## src/rtl/dma2d_pkg.sv

```systemverilog
package dma2d_pkg;
  typedef enum logic {
    ST_IDLE = 1'b0,
    ST_RUN  = 1'b1
  } walk_state_e;
endpackage

```

## src/rtl/dma2d_req_check.sv

```systemverilog
module dma2d_req_check #(
  parameter int AW = 32,
  parameter int LW = 12,
  parameter int BB = 4
) (
  input  logic [AW-1:0] addr,
  input  logic [LW-1:0] xlen_m1,
  input  logic [LW-1:0] ylen_m1,
  input  logic [LW-1:0] stride,
  output logic          ok
);
  localparam int LB = $clog2(BB);

  logic addr_ok, xlen_ok, stride_ok, fit_ok, ylen_ok;

  always_comb begin
    addr_ok   = (addr[LB-1:0] == '0);
    // length is a multiple of BB exactly when the low bits of length-1 are all ones
    xlen_ok   = (&xlen_m1[LB-1:0]) && !(&xlen_m1);
    stride_ok = (stride[LB-1:0] == '0);
    // stride >= length  <=>  stride > length-1
    fit_ok    = (ylen_m1 == '0) || ({1'b0, stride} > {1'b0, xlen_m1});
    ylen_ok   = !(&ylen_m1);
    ok        = addr_ok && xlen_ok && stride_ok && fit_ok && ylen_ok;
  end
endmodule

```

## src/rtl/dma2d_span_cnt.sv

```systemverilog
module dma2d_span_cnt #(
  parameter int W    = 12,
  parameter int STEP = 1
) (
  input  logic         clk,
  input  logic         rst_n,
  input  logic         clr,
  input  logic         adv,
  input  logic [W-1:0] limit_m1,
  output logic         last
);
  logic [W-1:0] cnt_q, cnt_d;
  logic [W:0]   sum;

  always_comb begin
    sum   = {1'b0, cnt_q} + (W+1)'(STEP);
    last  = (sum > {1'b0, limit_m1});
    cnt_d = cnt_q;
    if (clr)
      cnt_d = '0;
    else if (adv)
      cnt_d = last ? '0 : sum[W-1:0];
  end

  always_ff @(posedge clk or negedge rst_n) begin
    if (!rst_n)
      cnt_q <= '0;
    else if (clr || adv)
      cnt_q <= cnt_d;
  end
endmodule

```

## src/rtl/dma2d_addr_step.sv

```systemverilog
module dma2d_addr_step #(
  parameter int AW = 32,
  parameter int LW = 12,
  parameter int BB = 4
) (
  input  logic          clk,
  input  logic          rst_n,
  input  logic          load,
  input  logic [AW-1:0] load_addr,
  input  logic          beat,
  input  logic          row_end,
  input  logic          xfer_end,
  input  logic [LW-1:0] stride,
  output logic [AW-1:0] addr
);
  logic [AW-1:0] start_q, base_q, addr_q;
  logic [AW-1:0] start_d, base_d, addr_d, next_base;

  always_comb begin
    next_base = base_q + AW'(stride);
    start_d   = start_q;
    base_d    = base_q;
    addr_d    = addr_q;
    if (load) begin
      start_d = load_addr;
      base_d  = load_addr;
      addr_d  = load_addr;
    end else if (beat) begin
      if (xfer_end) begin
        base_d = start_q;
        addr_d = start_q;
      end else if (row_end) begin
        base_d = next_base;
        addr_d = next_base;
      end else begin
        addr_d = addr_q + AW'(BB);
      end
    end
  end

  always_ff @(posedge clk or negedge rst_n) begin
    if (!rst_n) begin
      start_q <= '0;
      base_q  <= '0;
      addr_q  <= '0;
    end else if (load || beat) begin
      start_q <= start_d;
      base_q  <= base_d;
      addr_q  <= addr_d;
    end
  end

  assign addr = addr_q;
endmodule

```

## src/rtl/dma2d_addr_gen.sv

```systemverilog
module dma2d_addr_gen
  import dma2d_pkg::*;
#(
  parameter int AW  = 32,
  parameter int LW  = 12,
  parameter int BB  = 4,
  parameter int IDW = 4
) (
  input  logic           clk,
  input  logic           rst_n,
  input  logic           enable,
  input  logic           req_valid,
  output logic           req_ready,
  input  logic [AW-1:0]  req_addr,
  input  logic [LW-1:0]  req_xlen_m1,
  input  logic [LW-1:0]  req_ylen_m1,
  input  logic [LW-1:0]  req_stride,
  input  logic           req_cyclic,
  input  logic [IDW-1:0] req_id,
  output logic           beat_valid,
  input  logic           beat_ready,
  output logic [AW-1:0]  beat_addr,
  output logic           done,
  output logic [IDW-1:0] done_id,
  output logic           done_err
);
  walk_state_e    state_q, state_d;
  logic [LW-1:0]  xm1_q, ym1_q, stride_q;
  logic           cyc_q;
  logic [IDW-1:0] id_q;
  logic           done_q, done_d, err_q, err_d;
  logic           req_ok, accept, fire, x_last, y_last, row_end, xfer_end, cnt_clr;

  dma2d_req_check #(.AW(AW), .LW(LW), .BB(BB)) u_check (
    .addr    (req_addr),
    .xlen_m1 (req_xlen_m1),
    .ylen_m1 (req_ylen_m1),
    .stride  (req_stride),
    .ok      (req_ok)
  );

  always_comb begin
    req_ready  = enable && (state_q == ST_IDLE);
    beat_valid = enable && (state_q == ST_RUN);
    accept     = req_valid && req_ready;
    fire       = beat_valid && beat_ready;
    row_end    = fire && x_last;
    xfer_end   = row_end && y_last;
    cnt_clr    = accept || !enable;
  end

  dma2d_span_cnt #(.W(LW), .STEP(BB)) u_xcnt (
    .clk      (clk),
    .rst_n    (rst_n),
    .clr      (cnt_clr),
    .adv      (fire),
    .limit_m1 (xm1_q),
    .last     (x_last)
  );

  dma2d_span_cnt #(.W(LW), .STEP(1)) u_ycnt (
    .clk      (clk),
    .rst_n    (rst_n),
    .clr      (cnt_clr),
    .adv      (row_end),
    .limit_m1 (ym1_q),
    .last     (y_last)
  );

  dma2d_addr_step #(.AW(AW), .LW(LW), .BB(BB)) u_step (
    .clk       (clk),
    .rst_n     (rst_n),
    .load      (accept),
    .load_addr (req_addr),
    .beat      (fire),
    .row_end   (row_end),
    .xfer_end  (xfer_end),
    .stride    (stride_q),
    .addr      (beat_addr)
  );

  // next-state logic
  always_comb begin
    state_d = state_q;
    done_d  = 1'b0;
    err_d   = 1'b0;
    if (!enable) begin
      state_d = ST_IDLE;
    end else begin
      case (state_q)
        ST_IDLE: begin
          if (accept) begin
            if (req_ok) begin
              state_d = ST_RUN;
            end else begin
              done_d = 1'b1;
              err_d  = 1'b1;
            end
          end
        end
        ST_RUN: begin
          if (xfer_end) begin
            done_d = 1'b1;
            if (!cyc_q)
              state_d = ST_IDLE;
          end
        end
        default: state_d = ST_IDLE;
      endcase
    end
  end

  // state and pulse registers
  always_ff @(posedge clk or negedge rst_n) begin
    if (!rst_n) begin
      state_q <= ST_IDLE;
      done_q  <= 1'b0;
      err_q   <= 1'b0;
    end else begin
      state_q <= state_d;
      done_q  <= done_d;
      err_q   <= err_d;
    end
  end

  // request fields, loaded on acceptance only
  always_ff @(posedge clk or negedge rst_n) begin
    if (!rst_n) begin
      xm1_q    <= '0;
      ym1_q    <= '0;
      stride_q <= '0;
      cyc_q    <= 1'b0;
      id_q     <= '0;
    end else if (accept) begin
      xm1_q    <= req_xlen_m1;
      ym1_q    <= req_ylen_m1;
      stride_q <= req_stride;
      cyc_q    <= req_cyclic;
      id_q     <= req_id;
    end
  end

  assign done     = done_q;
  assign done_err = err_q;
  assign done_id  = id_q;
endmodule

```

## config.mk

```make
export PLATFORM = sky130hd
export DESIGN_NAME = dma2d_addr_gen
export DESIGN_NICKNAME = d
export VERILOG_FILES = /design/src/rtl/dma2d_pkg.sv /design/src/rtl/dma2d_req_check.sv /design/src/rtl/dma2d_span_cnt.sv /design/src/rtl/dma2d_addr_step.sv /design/src/rtl/dma2d_addr_gen.sv
export SDC_FILE = /design/constraint.sdc
export NUM_CORES = 1
export LEC_CHECK = 0
export ABC_AREA = 1
export BUFFER_PORTS_ARGS = -buffer_cell sky130_fd_sc_hd__buf_4
export CAP_MARGIN = 30
export CORE_MARGIN = 4
export CORE_UTILIZATION = 60
export DETAILED_ROUTE_END_ITERATION = 8
export PLACE_DENSITY = 0.81
export RECOVER_POWER = 100
export SLEW_MARGIN = 15
export SYNTH_ARGS = -nofsm -noshare
export SYNTH_HDL_FRONTEND = slang
export SYNTH_SLANG_ARGS = --single-unit
```

## constraint.sdc

```tcl
create_clock -name clk -period 3.5 [get_ports clk]
set_input_delay 0.7 -clock clk [delete_from_list [all_inputs] [get_ports clk]]
set_output_delay 0.7 -clock clk [all_outputs]
set_load 0.05 [all_outputs]
```

Word level (Yosys, flattened, before mapping)
Cells that the tools add are included.
{"block": "totals", "register_bits": 164, "out_inout_bits": 40, "word_cells": 82}
{"block": "classes", "addsub": 4, "n_lt_le_gt_ge": 3, "n_mux": 27, "n_bitwise": 1, "n_reduce_logical": 34}
{"op": "$mux 32", "count": 8}
{"op": "$mux 12", "count": 6}
{"op": "$add 32x12->32", "count": 1}
{"op": "$add 32x3->32 const B", "count": 1}
{"op": "$gt 13x12->1", "count": 2}
{"op": "$reduce_and 12->1", "count": 2}
{"op": "$add 12x1->13 const B", "count": 1}
{"op": "$add 12x3->13 const B", "count": 1}
{"op": "$gt 12x12->1", "count": 1}
{"op": "$logic_not 12->1", "count": 1}
{"op": "$logic_and 1x1->1", "count": 11}
{"op": "$mux 1", "count": 11}
{"op": "$reduce_and 2->1", "count": 5}
{"op": "$reduce_bool 2->1", "count": 3}
{"op": "$logic_or 1x1->1", "count": 5}
{"op": "$logic_not 2->1", "count": 2}
{"op": "$pmux 1 s2", "count": 2}
{"op": "$logic_not 1->1", "count": 3}
{"op": "$reduce_and 3->1", "count": 1}
{"op": "$reduce_bool 3->1", "count": 1}
{"op": "$not 1->1", "count": 1}

Longest topological paths before layout
Gate-level depths: netlist of the first run.
{"block": "depth", "depth_word": 11, "ltp_mapped": 25}

By module
Synthesis of the first run repeated with hierarchy kept, for this count alone.
{"block": "unflattened", "cells_unflattened": 1656, "hier_area_um2": 11090.6}
{"module": "dma2d_addr_step", "instances": 1, "cells_per_inst": 1042, "area_per_inst_um2": 6775.2}
{"module": "dma2d_addr_gen", "instances": 1, "cells_per_inst": 193, "area_per_inst_um2": 1719.1}
{"module": "dma2d_span_cnt at u_ycnt", "instances": 1, "cells_per_inst": 185, "area_per_inst_um2": 1176.1}
{"module": "dma2d_span_cnt at u_xcnt", "instances": 1, "cells_per_inst": 156, "area_per_inst_um2": 965.9}
{"module": "dma2d_req_check", "instances": 1, "cells_per_inst": 80, "area_per_inst_um2": 454.2}

Least setup slack after synthesis of the first run
Ideal clock, no wire load.
{"block": "synth_path", "kind": "reg-to-reg", "from": "register u_ycnt.cnt_q[2]", "to": "register u_step.base_q[28]", "setup_ns": 0.077, "arrival_time_ns": 2.833, "required_ns": 3.423, "path_slack_ns": 0.590, "stages_incl_launch_ff": 22, "cell_sequence": "dfrtp_1 > inv_1 > nor3_1 > nand3_1 > nor3_1 > nand3_1 > nor2_1 > xor2_1 > inv_1 > ha_1 > nand3_1 > inv_1 > a21oi_1 > nand3_1 > nand2_2 > inv_2 > nand2_4 > buf_2 > o21ai_0 > nand2_1 > nand2_1 > a21oi_1"}
{"block": "synth_between", "elab_chain_len": 6}
{"element": "start, declared", "line": "dma2d_span_cnt.sv:12", "rtl": "logic [W-1:0] cnt_q, cnt_d;"}
{"element": "start signal, assigned", "line": "dma2d_span_cnt.sv:29", "rtl": "cnt_q <= cnt_d;"}
{"element": "$add 12x1->13 (*)", "line": "dma2d_span_cnt.sv:16", "rtl": "sum = {1'b0, cnt_q} + (W+1)'(STEP);"}
{"element": "$gt 13x12->1 (*)", "line": "dma2d_span_cnt.sv:17", "rtl": "last = (sum > {1'b0, limit_m1});"}
{"element": "$logic_and 1x1->1 (*)", "line": "dma2d_addr_gen.sv:48", "rtl": "xfer_end = row_end && y_last;"}
{"element": "$mux 32", "line": "dma2d_addr_step.sv:29", "rtl": "if (xfer_end) begin"}
{"element": "$mux 32", "line": "dma2d_addr_step.sv:28", "rtl": "end else if (beat) begin"}
{"element": "$mux 32", "line": "dma2d_addr_step.sv:24", "rtl": "if (load) begin"}
{"element": "end signal, assigned", "line": "dma2d_addr_step.sv:48", "rtl": "base_q <= base_d;"}
{"element": "end, declared", "line": "dma2d_addr_step.sv:16", "rtl": "logic [AW-1:0] start_q, base_q, addr_q;"}
Every way passes the cells marked *; elsewhere a longest branch is shown, timed or not. The select of a mux whose other input is x is not followed.
A chain may end at the register's enable or synchronous reset.

Worst setup path in the final report of the first run
{"block": "layout_path", "from": "register u_xcnt.cnt_q[4]", "to": "register u_ycnt.cnt_q[0]"}
{"block": "layout_between", "elab_chain_len": 5}
{"element": "start, declared", "line": "dma2d_span_cnt.sv:12"}
{"element": "start signal, assigned", "line": "dma2d_span_cnt.sv:29"}
{"element": "$add 12x3->13 (*)", "line": "dma2d_span_cnt.sv:16"}
{"element": "$gt 13x12->1 (*)", "line": "dma2d_span_cnt.sv:17"}
{"element": "$logic_and 1x1->1 (*)", "line": "dma2d_addr_gen.sv:47", "rtl": "row_end = fire && x_last;"}
{"element": "$reduce_bool 2->1 (no source line) or $logic_or 1x1->1 (tied branches)"}
{"element": "$reduce_and 2->1 (no source line) (*)"}
Every way passes the cells marked *; elsewhere a longest branch is shown, timed or not.

==> qor.json, run 1 <==
{
  "dr.first_iter.drc_count": 963,
  "asyncSetResetFlopFracSynth": 1.00,
  "synth_fp_nets": 1729,
  "routedWlPerCell_um": 16.5,
  "io_buffer_count": 117,
  "floorplan.initialDensity": 0.609,
  "final.setup_skew_ns": 0.0116,
  "worst_reg2reg_path_endpoint": "u_ycnt.cnt_q[0]",
  "worstHoldEndpoint": "done_id[1]",
  "post-route-min-period_ns": 3.33,
  "slew_headroom": -0.138,
  "vdd_ir_drop_max_v": 0.000394,
  "timing.critical_path.arrival_ns": 3.62,
  "ctsRootBufferMaster": "sky130_fd_sc_hd__clkbuf_16",
  "global_route.usage.total": 0.312,
  "max-clock-path-buffers": 2,
  "mappedNetlistArea_um2": 10900,
  "cts_made_buffers": 17,
  "worst-path-max-fanout": 13,
  "fp.dieH_um": 143,
  "final.hold.worst_slack_ns": 0.460,
  "hp-start": "req_id[1]",
  "crit_path_start_kind": "flip-flop",
  "dpl.hpwl_um": 23100,
  "core_rows": 49,
  "synth_cells": 1601,
  "finalCritPeriodShare": 0.950,
  "ff2ff_setup_slack_ns": 0.17,
  "clk_transition_reported_paths_ns": 0.07,
  "syn_avg_cell_area_um2": 6.84,
  "report.final.slew_viol_count": 66,
  "yosysSeqAreaShare": 0.370,
  "synth_enable_flop_cells": 0,
  "synthToLayoutAreaGrowth_pct": 15.9,
  "htreeDepth": 4,
  "drive_above_1_share": 0.105,
  "fillerInstances": 1535,
  "antenna_cells": 0,
  "dr_pass1_iterations": 6,
  "dp_worst_setup_slack_ns": 0.0694,
  "worst_r2r_startpoint": "u_xcnt.cnt_q[4]",
  "yosysWarningCount": 0,
  "dr_total_vias": 10979,
  "cts_hold_bufs": 0,
  "max_clock_freq_mhz": 301,
  "grt_antenna_before_repair": 0,
  "viasPerCell": 5.60,
  "finish.net_count": 1847,
  "worstPathRequired_ns": 3.79,
  "max_cap_violations": 1,
  "grt-ovfl-total": 0,
  "die_outline_area_um2": 20500,
  "setup-tns-final_ns": 0,
  "setup_viol": 0,
  "core_box_area_um2": 18000,
  "tritoncts_clock_tree": "built",
  "violations": "capacitance limit, slew limit",
  "antenna_violating_nets_post_route": 0,
  "worst_r2r_path_depth": 19,
  "setup_ws_ns": 0.175,
  "gp_routability_congestion": 0.989,
  "tightest_slew_ns": 1.71,
  "worstSetupPathType": "flip-flop to flip-flop",
  "wirelength_routed_um": 32300,
  "clock_sink_count": 162,
  "remaining_drcs": 0,
  "chipWidth_um": 143,
  "clk-insertion-delay-late_ns": 0.43,
  "min_path_cells": 3,
  "ys_types": 46,
  "total_leakage_power_uw": 0.00694,
  "number_of_global_route_vias_before_repair": 10279,
  "global_route_wire_length_before_repair_um": 51100,
  "status": "finished with violations",
  "ys.flop_type": "sky130_fd_sc_hd__dfrtp_1",
  "finalHoldViolCount": 0,
  "power_density_nw_per_um2": 478,
  "end_kind": "flip-flop",
  "synth_seq_cells": 162,
  "boundaryPins": 118,
  "hold_path_class": "input port to flip-flop",
  "maximum_number_of_pins_on_one_net_before_global_route_repair": 71
}
[where the power goes]
group	leakage [µW]	internal [µW]	switching (µW)	total [µW]
combinational	0.00465	508	1130	1640
sequential	0.00197	2090	238	2330
clock	0.000310	1290	808	2100
total	0.00694	3890	2180	6070
[kinds of logic after synthesis]
group / synth area share
compound gates: 0.0977
xor+xnor: 0.0328
fa+ha+maj: 0.0578
buf+inv: 0.0992
flops: 0.370
simple gates: 0.342
[Yosys cell counts (3+ instances only)]
cell,count,share of area
sky130_fd_sc_hd__nor4_1,6,0.0034
sky130_fd_sc_hd__nand3_1,98,0.045
sky130_fd_sc_hd__clkbuf_1,22,0.0075
sky130_fd_sc_hd__buf_6,7,0.0072
sky130_fd_sc_hd__nor3_2,4,0.0037
sky130_fd_sc_hd__dfrtp_1,162,0.37
sky130_fd_sc_hd__nor2_1,154,0.053
sky130_fd_sc_hd__buf_2,13,0.0059
sky130_fd_sc_hd__nor3_1,18,0.0082
sky130_fd_sc_hd__a22oi_1,3,0.0021
sky130_fd_sc_hd__o22ai_1,17,0.0097
sky130_fd_sc_hd__a31oi_1,5,0.0029
sky130_fd_sc_hd__o21ai_1,3,0.0014
sky130_fd_sc_hd__nand4_1,21,0.012
sky130_fd_sc_hd__inv_2,3,0.0010
sky130_fd_sc_hd__xnor2_1,11,0.0088
sky130_fd_sc_hd__xor2_1,30,0.024
sky130_fd_sc_hd__a21oi_1,77,0.035
sky130_fd_sc_hd__inv_1,218,0.075
sky130_fd_sc_hd__and3_1,3,0.0017
sky130_fd_sc_hd__o31ai_1,3,0.0021
sky130_fd_sc_hd__nand2_4,4,0.0041
sky130_fd_sc_hd__ha_1,49,0.056
sky130_fd_sc_hd__nand2_1,556,0.19
sky130_fd_sc_hd__nand3b_1,4,0.0027
sky130_fd_sc_hd__or2_2,8,0.0046
sky130_fd_sc_hd__buf_4,3,0.0021
sky130_fd_sc_hd__a22oi_2,4,0.0046
sky130_fd_sc_hd__o211ai_1,3,0.0021
sky130_fd_sc_hd__o21ai_0,66,0.030
sky130_fd_sc_hd__o21ai_2,5,0.0040
[per-stage QoR]
stage | util | area [µm²] | std cells | total power, µW
2_1_floorplan | - | 10900 | 1601 | 3450
3_3_place_gp | 0.673 | 12100 | 1918 | 3980
3_5_place_dp | 0.673 | 12100 | 1918 | 4020
4_1_cts | 0.710 | 12800 | 1949 | 6100
5_1_grt | 0.706 | 12700 | 1960 | 6370
6_report | 0.706 | 12700 | 1960 | 6070
[cell type report]
cell class                 count  area [µm²]  share of cell area
clock buffer                  19         443              0.0349
timing repair inverter         1        7.51            0.000592
multi-input combinational   1171        5880               0.463
tap                          229         287              0.0226
sequential                   162        4050               0.320
timing repair buffer         145         977              0.0770
inverter                     221         833              0.0657
clock inverter                12         205              0.0162
[what timing repair did]
action	in CTS	in global routing
buffers inserted	0	9
pin swaps	1	4
cloned	0	2
setup endpoints to repair	58	70
resized for setup	2	16
[state kept, by name, summed over array words and instances (netlist names)]
name / count
cyc_q: 1
done: 1
done_err: 1
done_id: 4
state_q: 1
stride_q: 12
u_step.addr: 32
u_step.base_q: 32
u_step.start_q: 32
u_xcnt.cnt_q: 10
u_ycnt.cnt_q: 12
xm1_q: 12
ym1_q: 12
[critical path: stages (launching register included)]
cell and delay [ns]:
sky130_fd_sc_hd__dfrtp_1 0.41, sky130_fd_sc_hd__inv_1 0.07, sky130_fd_sc_hd__nor3_1 0.18, sky130_fd_sc_hd__inv_1 0.07
sky130_fd_sc_hd__nor2_1 0.11, sky130_fd_sc_hd__inv_1 0.08, sky130_fd_sc_hd__nor2_1 0.12, sky130_fd_sc_hd__nand3_1 0.13
sky130_fd_sc_hd__xor2_2 0.20, sky130_fd_sc_hd__inv_1 0.08, sky130_fd_sc_hd__ha_1 0.29, sky130_fd_sc_hd__inv_1 0.09
sky130_fd_sc_hd__o21bai_1 0.09, sky130_fd_sc_hd__nor2_1 0.20, sky130_fd_sc_hd__nand2_4 0.13, sky130_fd_sc_hd__nand3_4 0.16
sky130_fd_sc_hd__clkbuf_4 0.18, sky130_fd_sc_hd__nand2_1 0.28, sky130_fd_sc_hd__nand3_1 0.20, sky130_fd_sc_hd__o21ai_0 0.11
[cell usage in the layout (no fill, tap or decap), types with 6 or more instances in the layout]
cell type / instances
sky130_fd_sc_hd__a21oi_1: 77
sky130_fd_sc_hd__buf_4: 89
sky130_fd_sc_hd__clkbuf_1: 44
sky130_fd_sc_hd__clkbuf_16: 17
sky130_fd_sc_hd__dfrtp_1: 162
sky130_fd_sc_hd__ha_1: 49
sky130_fd_sc_hd__inv_1: 218
sky130_fd_sc_hd__nand2_1: 555
sky130_fd_sc_hd__nand3_1: 95
sky130_fd_sc_hd__nand4_1: 21
sky130_fd_sc_hd__nor2_1: 152
sky130_fd_sc_hd__nor3_1: 15
sky130_fd_sc_hd__nor4_1: 6
sky130_fd_sc_hd__o21ai_0: 64
sky130_fd_sc_hd__o22ai_1: 17
sky130_fd_sc_hd__or2_2: 8
sky130_fd_sc_hd__xnor2_1: 11
sky130_fd_sc_hd__xor2_1: 29
[worst max-delay path by stage]
stage	startpoint	end	slack [ns]	cells after the start
CTS	u_ycnt.cnt_q[2]	u_step.addr[15]	0.003	21
finish	u_xcnt.cnt_q[4]	u_ycnt.cnt_q[0]	0.17	19
global placement	u_ycnt.cnt_q[2]	u_step.addr[15]	0.23	21
global route	u_xcnt.cnt_q[4]	u_ycnt.cnt_q[0]	-0.02	19
detailed placement	u_ycnt.cnt_q[2]	u_step.addr[15]	0.07	21
floorplan	u_ycnt.cnt_q[2]	u_step.base_q[28]	0.59	21
[per-layer routing]
metal / share of wire / wire length [µm] / GRT usage / vias to the layer above
met5: 0 / 0 / 0 / -
met4: 0.025 / 794 / 0.103 / 0
met3: 0.074 / 2400 / 0.0546 / 65
met2: 0.48 / 15600 / 0.523 / 464
met1: 0.42 / 13400 / 0.413 / 5157
li1: - / - / - / 5293
(Power assumes the default switching activity.)
==> run 2: changes to the inputs <==
- CORE_MARGIN: 4 -> default
==> run 2 against run 1 <==
Against the previous run:
- the run still ends with capacitance limit, slew limit left
- sequential power about the same
- core utilization up 0.12 points
- global-route usage up 3.9 points
- fmax up 1.7%
- clock skew up 0.0020 ns
- worst setup slack better by 0.054 ns
- cell count up 0.26%
- critical path type unchanged
- critical endpoint is now u_step.addr[12]
==> qor.json, run 2 (synthesized netlist as in run 1, its figures left out) <==
{
  "grt_antenna_before_repair": {"value": 0, "change": "unchanged"},
  "worstSetupPathType": {"value": "flip-flop to flip-flop", "change": "unchanged"},
  "tritoncts_clock_tree": {"value": "built", "change": "unchanged"},
  "max-clock-path-buffers": {"value": 2, "change": "unchanged"},
  "dpl_cell_area": {"value": 12100, "unit": "µm²", "change": "about the same"},
  "sequential_cell_area": {"value": 4050, "unit": "µm²", "change": "unchanged"},
  "multi_input_comb_area": {"value": 5900, "unit": "µm²", "change": "was 5880 µm²"},
  "antenna_violating_nets_post_route": {"value": 0, "change": "unchanged"},
  "slew_headroom": {"value": -0.696, "change": "was -0.138"},
  "status": {"value": "finished with violations", "change": "unchanged"},
  "dp_worst_setup_slack": {"value": 0.0000209, "unit": "ns", "change": "was 0.0694 ns"},
  "clk-insertion-delay-late": {"value": 0.43, "unit": "ns", "change": "about the same"},
  "total_leakage_power": {"value": 0.00695, "unit": "µW", "change": "was 0.00694 µW"},
  "dr_pass1_iterations": {"value": 6, "change": "unchanged"},
  "finish.net_count": {"value": 1851, "change": "was 1847"},
  "cts_made_buffers": {"value": 17, "change": "unchanged"},
  "cts_hold_bufs": {"value": 0, "change": "unchanged"},
  "max_clock_freq": {"value": 306, "unit": "MHz", "change": "was 301 MHz"},
  "layout.cells.most_common": {"value": "sky130_fd_sc_hd__nand2_1", "change": "unchanged"},
  "chipWidth": {"value": 137, "unit": "µm", "change": "was 143 µm"},
  "worstPathRequired": {"value": 3.85, "unit": "ns", "change": "was 3.79 ns"},
  "viasPerCell": {"value": 5.61, "change": "was 5.60"},
  "remaining_drcs": {"value": 0, "change": "unchanged"},
  "core_box_area": {"value": 17900, "unit": "µm²", "change": "was 18000 µm²"},
  "routedWlPerCell": {"value": 16.2, "unit": "µm", "change": "was 16.5 µm"},
  "finalHoldViolCount": {"value": 0, "change": "unchanged"},
  "crit_path_top_delay_cell": {"value": "sky130_fd_sc_hd__dfrtp_1", "change": "unchanged"},
  "boundaryPins": {"value": 118, "change": "unchanged"},
  "cp.buffers_inverters": {"value": 4, "change": "was 6"},
  "post-route-min-period": {"value": 3.27, "unit": "ns", "change": "was 3.33 ns"},
  "hold_path_class": {"value": "input port to flip-flop", "change": "unchanged"},
  "tightest_slew": {"value": 2.54, "unit": "ns", "change": "was 1.71 ns"},
  "critical-path-top-delay-family": {"value": "simple AND/OR/NAND/NOR gates", "change": "unchanged"},
  "wirelength_routed": {"value": 31800, "unit": "µm", "change": "was 32300 µm"},
  "critical_path.cell_chain": {"value": "inv_1, nor3_4, nand3_2, nor3_2, nand3_1, nor2_1, xor2_1, inv_1, ha_1, nand3_1, nor3_2, nand2_1, nand3_1, nand2_2, inv_2, nand2_8, buf_4, o21ai_2, nand3_1, a21oi_1", "change": "was inv_1, nor3_1, inv_1, nor2_1, inv_1, nor2_1, nand3_1, xor2_2, inv_1, ha_1, inv_1, o21bai_1, nor2_1, nand2_4, nand3_4, clkbuf_4, nand2_1, nand3_1, o21ai_0"},
  "max_cap_violations": {"value": 1, "change": "unchanged"},
  "maximum_number_of_pins_on_one_net_before_global_route_repair": {"value": 149, "change": "was 71"},
  "floorplan.initialDensity": {"value": 0.612, "change": "was 0.609"},
  "layout_common_cells": {"value": "sky130_fd_sc_hd__nand2_1 (554), sky130_fd_sc_hd__inv_1 (219), sky130_fd_sc_hd__dfrtp_1 (162)", "change": "was sky130_fd_sc_hd__nand2_1 (555), sky130_fd_sc_hd__inv_1 (218), sky130_fd_sc_hd__dfrtp_1 (162)"},
  "ff2ff_setup_slack": {"value": 0.23, "unit": "ns", "change": "was 0.17 ns"},
  "vdd_ir_drop_max": {"value": 0.000559, "unit": "V", "change": "was 0.000394 V"},
  "synthToLayoutAreaGrowth": {"value": 15.7, "unit": "%", "change": "was 15.9%"},
  "fp.dieH": {"value": 137, "unit": "µm", "change": "was 143 µm"},
  "fillerInstances": {"value": 1574, "change": "was 1535"},
  "number_of_global_route_vias_before_repair": {"value": 10380, "change": "was 10279"},
  "io_buffer_count": {"value": 117, "change": "unchanged"},
  "finish.instance_area": {"value": 12700, "unit": "µm²", "change": "about the same"},
  "dpl.hpwl": {"value": 23100, "unit": "µm", "change": "about the same"},
  "die_outline_area": {"value": 18800, "unit": "µm²", "change": "was 20500 µm²"},
  "finalCritPeriodShare": {"value": 0.935, "change": "was 0.950"},
  "ctsRootBufferMaster": {"value": "sky130_fd_sc_hd__clkbuf_16", "change": "unchanged"},
  "setup_viol": {"value": 0, "change": "unchanged"},
  "clk_transition_reported_paths": {"value": 0.07, "unit": "ns", "change": "about the same"},
  "gp_routability_congestion": {"value": 0.965, "change": "was 0.989"},
  "fin_cells": {"value": 1965, "change": "was 1960"},
  "critPathMostFrequentCell": {"value": "sky130_fd_sc_hd__nand3_1", "change": "was sky130_fd_sc_hd__inv_1"},
  "final.setup_skew": {"value": 0.0136, "unit": "ns", "change": "was 0.0116 ns"},
  "dr_total_vias": {"value": 11019, "change": "was 10979"},
  "clock_sink_count": {"value": 162, "change": "unchanged"},
  "violations": {"value": "capacitance limit, slew limit", "change": "unchanged"},
  "core_rows": {"value": 49, "change": "unchanged"},
  "power_density": {"value": 460, "unit": "nW/µm²", "change": "was 478 nW/µm²"},
  "dr.first_iter.drc_count": {"value": 1093, "change": "was 963"},
  "global_route_wire_length_before_repair": {"value": 50800, "unit": "µm", "change": "was 51100 µm"},
  "end_kind": {"value": "flip-flop", "change": "unchanged"},
  "report.final.slew_viol_count": {"value": 44, "change": "was 66"},
  "grt-ovfl-total": {"value": 0, "change": "unchanged"},
  "crit_path_start_kind": {"value": "flip-flop", "change": "unchanged"},
  "setup_ws": {"value": 0.229, "unit": "ns", "change": "was 0.175 ns"},
  "timing.critical_path.slowest_cell_delay": {"value": 0.38, "unit": "ns", "change": "was 0.41 ns"},
  "htreeDepth": {"value": 4, "change": "unchanged"},
  "worst-path-max-fanout": {"value": 13, "change": "unchanged"},
  "antenna_cells": {"value": 0, "change": "unchanged"},
  "drive_above_1_share": {"value": 0.109, "change": "was 0.105"},
  "global_route.usage.total": {"value": 0.351, "change": "was 0.312"},
  "timing.critical_path.arrival": {"value": 3.62, "unit": "ns", "change": "about the same"},
  "dpl.cell_count": {"value": 1924, "change": "was 1918"}
}
-- run 2: cell type report --
type                            count  area share
Multi-Input combinational cell   1173       0.466
Clock buffer                       19      0.0358
Timing Repair Buffer              148      0.0807
Sequential cell                   162       0.320
Tap cell                          229      0.0226
Clock inverter                     13     0.00978
Inverter                          221      0.0655
-- run 2: per-layer routing --
metal  vias up  GRT usage  part of all wire
li1       5319          -                 -
met1      5161      0.462              0.43
met2       461      0.570              0.47
met3        78     0.0585             0.069
met4         0      0.151             0.032
met5         -          0                 0
-- run 2: timing repair --
item,in CTS,in global routing
gates cloned,0,2
endpoints found under the setup margin,17,75
gates resized for setup,1,16
buffers inserted,3,4
pin swaps,1,2
-- run 2: where the power goes --
part           total, µW  switching (µW)  internal, µW  leakage, µW
registers           2340             246          2090      0.00197
clock network       1860             832          1030     0.000283
logic               1630            1120           511      0.00469
total               5830            2200          3640      0.00695
-- run 2: path summary, 6_finish.rpt --
| check | from | end | depth (start not counted) |
|---|---|---|---|
| setup / recovery | u_ycnt.cnt_q[2] | u_step.addr[12] | 20 |
| hold / removal | req_id[0] | done_id[0] | 3 |
| setup reg to reg | u_ycnt.cnt_q[2] | u_step.addr[12] | 20 |
| hold reg to reg | u_step.start_q[30] | u_step.start_q[30] | 2 |
| max in group asynchronous | rst_n | u_xcnt.cnt_q[11] | 2 |
| min in group asynchronous | rst_n | u_step.base_q[10] | 1 |
-- run 2: worst register-to-register path, cell delays in order, from the launching register on --
cell	delay (ns)
sky130_fd_sc_hd__dfrtp_1	0.38
sky130_fd_sc_hd__inv_1	0.09
sky130_fd_sc_hd__nor3_4	0.22
sky130_fd_sc_hd__nand3_2	0.13
sky130_fd_sc_hd__nor3_2	0.15
sky130_fd_sc_hd__nand3_1	0.12
sky130_fd_sc_hd__nor2_1	0.13
sky130_fd_sc_hd__xor2_1	0.20
sky130_fd_sc_hd__inv_1	0.06
sky130_fd_sc_hd__ha_1	0.29
sky130_fd_sc_hd__nand3_1	0.14
sky130_fd_sc_hd__nor3_2	0.14
sky130_fd_sc_hd__nand2_1	0.07
sky130_fd_sc_hd__nand3_1	0.11
sky130_fd_sc_hd__nand2_2	0.08
sky130_fd_sc_hd__inv_2	0.16
sky130_fd_sc_hd__nand2_8	0.14
sky130_fd_sc_hd__buf_4	0.19
sky130_fd_sc_hd__o21ai_2	0.12
sky130_fd_sc_hd__nand3_1	0.09
sky130_fd_sc_hd__a21oi_1	0.18
-- run 2: per-stage QoR --
step                      total power [µW]   util  TNS (ns)  hold slack [ns]
after floorplan                       3450      -         0            0.404
after global placement                3990  0.677         0            0.463
after detailed placement              4020  0.677         0            0.466
after CTS                             5880  0.711         0            0.199
after global routing                  6130  0.707    -0.195            0.451
final                                 5830  0.707         0            0.460
==> run 3: changes to the inputs <==
- BUFFER_PORTS_ARGS: -buffer_cell sky130_fd_sc_hd__buf_4 -> default
- CORE_UTILIZATION: 60 -> 65
- DONT_BUFFER_PORTS: default -> 1
==> run 3 against run 2 <==
Against the previous run:
- the run ends with hold timing left
- core utilization grew 1.7 points
- count of clock-buffer cells in the layout is the same
- sequential power grew 7%
- clock power grew 8%
- largest power group unchanged
==> qor.json, run 3 (synthesized netlist as in run 1, its figures left out) <==
{
  "dr_total_vias": {"value": 10496, "change": "was 11019"},
  "setup-tns-final": {"value": 0, "unit": "ns", "change": "unchanged"},
  "ctsRootBufferMaster": {"value": "sky130_fd_sc_hd__clkbuf_16", "change": "unchanged"},
  "fp.dieH": {"value": 132, "unit": "µm", "change": "was 137 µm"},
  "total_leakage_power": {"value": 0.00654, "unit": "µW", "change": "was 0.00695 µW"},
  "finalHoldViolCount": {"value": 162, "change": "was 0"},
  "io_buffer_count": {"value": 0, "change": "was 117"},
  "pwr-share-comb": {"value": 0.225, "change": "was 0.279"},
  "clock_power_share": {"value": 0.344, "change": "was 0.319"},
  "fin_cells": {"value": 1842, "change": "was 1965"},
  "finish.instance_area": {"value": 12000, "unit": "µm²", "change": "was 12700 µm²"},
  "clk_transition_reported_paths": {"value": 0.07, "unit": "ns", "change": "about the same"},
  "viasPerCell": {"value": 5.70, "change": "was 5.61"},
  "max_cap_violations": {"value": 0, "change": "was 1"},
  "layout.cells.most_common": {"value": "sky130_fd_sc_hd__nand2_1", "change": "unchanged"},
  "worst_r2r_startpoint": {"value": "u_ycnt.cnt_q[2]", "change": "unchanged"},
  "layout_common_cells": {"value": "sky130_fd_sc_hd__nand2_1 (553), sky130_fd_sc_hd__inv_1 (217), sky130_fd_sc_hd__dfrtp_1 (162)", "change": "was sky130_fd_sc_hd__nand2_1 (554), sky130_fd_sc_hd__inv_1 (219), sky130_fd_sc_hd__dfrtp_1 (162)"},
  "flop_pwr_share": {"value": 0.431, "change": "was 0.401"},
  "report.final.slew_viol_count": {"value": 0, "change": "was 44"},
  "worstPathRequired": {"value": 3.86, "unit": "ns", "change": "was 3.85 ns"},
  "finalCritPeriodShare": {"value": 0.962, "change": "was 0.935"},
  "grt_antenna_before_repair": {"value": 0, "change": "unchanged"},
  "clock_sink_count": {"value": 162, "change": "unchanged"},
  "grt_setup_unrepaired": "yes",
  "global_route_wire_length_before_repair": {"value": 49500, "unit": "µm", "change": "was 50800 µm"},
  "final.setup_skew": {"value": 0.0150, "unit": "ns", "change": "was 0.0136 ns"},
  "vdd_ir_drop_max": {"value": 0.000396, "unit": "V", "change": "was 0.000559 V"},
  "dpl_cell_area": {"value": 11200, "unit": "µm²", "change": "was 12100 µm²"},
  "power_density": {"value": 486, "unit": "nW/µm²", "change": "was 460 nW/µm²"},
  "status": {"value": "finished with violations", "change": "unchanged"},
  "wirelength_routed": {"value": 30400, "unit": "µm", "change": "was 31800 µm"},
  "htreeDepth": {"value": 4, "change": "unchanged"},
  "end_kind": {"value": "flip-flop", "change": "unchanged"},
  "die_outline_area": {"value": 17400, "unit": "µm²", "change": "was 18800 µm²"},
  "global_route.usage.total": {"value": 0.358, "change": "was 0.351"},
  "tritoncts_clock_tree": {"value": "built", "change": "unchanged"},
  "power.switching": {"value": 2110, "unit": "µW", "change": "was 2200 µW"},
  "grt-ovfl-total": {"value": 0, "change": "unchanged"},
  "boundaryPins": {"value": 118, "change": "unchanged"},
  "core_rows": {"value": 47, "change": "was 49"},
  "final.hold.worst_slack": {"value": -0.0398, "unit": "ns", "change": "was 0.460 ns"},
  "antenna_violating_nets_post_route": {"value": 0, "change": "unchanged"},
  "synthToLayoutAreaGrowth": {"value": 9.37, "unit": "%", "change": "was 15.7%"},
  "antenna_cells": {"value": 0, "change": "unchanged"},
  "core_box_area": {"value": 16500, "unit": "µm²", "change": "was 17900 µm²"},
  "ff2ff_setup_slack": {"value": 0.13, "unit": "ns", "change": "was 0.23 ns"},
  "timing.critical_path.arrival": {"value": 3.72, "unit": "ns", "change": "was 3.62 ns"},
  "swShare": {"value": 0.363, "change": "was 0.376"},
  "violations": {"value": "hold timing", "change": "was capacitance limit, slew limit"},
  "finish.net_count": {"value": 1737, "change": "was 1851"},
  "fillerInstances": {"value": 1358, "change": "was 1574"},
  "chipWidth": {"value": 132, "unit": "µm", "change": "was 137 µm"},
  "hold_path_class": {"value": "input port to async pin", "change": "was input port to flip-flop"},
  "worstSetupPathType": {"value": "flip-flop to flip-flop", "change": "unchanged"},
  "crit_path_start_kind": {"value": "flip-flop", "change": "unchanged"},
  "dr.first_iter.drc_count": {"value": 1170, "change": "was 1093"},
  "internal-power": {"value": 3710, "unit": "µW", "change": "was 3640 µW"},
  "remaining_drcs": {"value": 0, "change": "unchanged"},
  "routedWlPerCell": {"value": 16.5, "unit": "µm", "change": "was 16.2 µm"},
  "worst_reg2reg_path_endpoint": {"value": "u_step.addr[7]", "change": "was u_step.addr[12]"},
  "drive_above_1_share": {"value": 0.0746, "change": "was 0.109"},
  "slew_headroom": {"value": 0.491, "change": "was -0.696"},
  "worst-path-max-fanout": {"value": 14, "change": "was 13"},
  "dpl.cell_count": {"value": 1803, "change": "was 1924"},
  "timing.critical_path.from": {"value": "u_ycnt.cnt_q[2]", "change": "unchanged"},
  "gp_routability_congestion": {"value": 1.01, "change": "was 0.965"},
  "floorplan.initialDensity": {"value": 0.663, "change": "was 0.612"},
  "setup_viol": {"value": 0, "change": "unchanged"},
  "clk-insertion-delay-late": {"value": 0.44, "unit": "ns", "change": "was 0.43 ns"},
  "number_of_global_route_vias_before_repair": {"value": 10072, "change": "was 10380"},
  "maximum_number_of_pins_on_one_net_before_global_route_repair": {"value": 163, "change": "was 149"},
  "crit_end": {"value": "u_step.addr[7]", "change": "was u_step.addr[12]"},
  "dpl.hpwl": {"value": 21900, "unit": "µm", "change": "was 23100 µm"},
  "post-route-min-period": {"value": 3.37, "unit": "ns", "change": "was 3.27 ns"},
  "max-clock-path-buffers": {"value": 2, "change": "unchanged"},
  "tightest_slew": {"value": 0.763, "unit": "ns", "change": "was 2.54 ns"},
  "p_total": {"value": 5820, "unit": "µW", "change": "was 5830 µW"},
  "dr_pass1_iterations": {"value": 6, "change": "unchanged"},
  "cts_made_buffers": {"value": 17, "change": "unchanged"},
  "max_clock_freq": {"value": 297, "unit": "MHz", "change": "was 306 MHz"},
  "worst_r2r_path_depth": {"value": 20, "change": "unchanged"}
}
[run 3: worst max-delay path: stages, from the launching register on]
cell and delay (ns):
sky130_fd_sc_hd__dfrtp_1 0.38, sky130_fd_sc_hd__inv_1 0.10, sky130_fd_sc_hd__nor3_4 0.24, sky130_fd_sc_hd__nand3_2 0.13, sky130_fd_sc_hd__nor3_2 0.16, sky130_fd_sc_hd__nand3_2 0.10
sky130_fd_sc_hd__nor2_1 0.12, sky130_fd_sc_hd__xor2_1 0.22, sky130_fd_sc_hd__inv_1 0.07, sky130_fd_sc_hd__ha_1 0.31, sky130_fd_sc_hd__nand3_1 0.12, sky130_fd_sc_hd__nor3_1 0.15
sky130_fd_sc_hd__nand2_1 0.07, sky130_fd_sc_hd__nand3_1 0.09, sky130_fd_sc_hd__nand2_2 0.08, sky130_fd_sc_hd__inv_2 0.15, sky130_fd_sc_hd__nand2_8 0.14, sky130_fd_sc_hd__buf_4 0.19
sky130_fd_sc_hd__o21ai_2 0.15, sky130_fd_sc_hd__nand3_1 0.12, sky130_fd_sc_hd__a21oi_2 0.18
[run 3: worst min-delay path by stage]
stage	from	end	slack, ns	cells after the start
global route	rst_n	xm1_q[7]	-0.05	0
finish	rst_n	xm1_q[6]	-0.04	0
global placement	rst_n	xm1_q[7]	0.41	0
floorplan	rst_n	cyc_q	0.40	0
detailed placement	rst_n	xm1_q[7]	0.41	0
CTS	rst_n	ym1_q[3]	-0.04	0
[run 3: cell type report]
class / instances / area (µm²) / area share
Timing Repair Buffer: 34 / 288 / 0.0240
Multi-Input combinational cell: 1172 / 5890 / 0.492
Tap cell: 220 / 275 / 0.0230
Clock inverter: 13 / 174 / 0.0145
Inverter: 221 / 833 / 0.0696
Clock buffer: 19 / 453 / 0.0378
Sequential cell: 162 / 4050 / 0.339
Timing Repair inverter: 1 / 7.51 / 0.000627
[run 3: layer usage]
layer  track usage  share of wire  wire [µm]
met1         0.470           0.43      12900
met2         0.579           0.47      14200
met3        0.0811          0.078       2370
met4         0.136          0.030        908
met5             0              0          0
[run 3: through the flow]
step,worst slack (ns),util,hold slack (ns)
after floorplan,0.590,-,0.404
after global placement,0.144,0.678,0.409
after detailed placement,-0.0199,0.678,0.409
after CTS,0.0136,0.717,-0.0429
after global routing,-0.140,0.725,-0.0511
final,0.133,0.725,-0.0398
[run 3: timing repair]
| action | 4_1_cts | 5_1_grt |
|---|---|---|
| hold endpoints to repair | 162 | 162 |
| pin swaps | 0 | 4 |
| setup buffers | 0 | 5 |
| setup endpoints to repair | 10 | 76 |
| cloned | 0 | 2 |
| gates resized for setup | 2 | 21 |
[run 3: power groups by stage]
stage               clock network, µW  logic [µW]  registers (µW)
CTS                              2010        1270            2500
global placement                    0        1230            2530
finish                           2000        1310            2510
detailed placement                  0        1260            2540
floorplan                           0         917            2540
global route                     2080        1480            2530
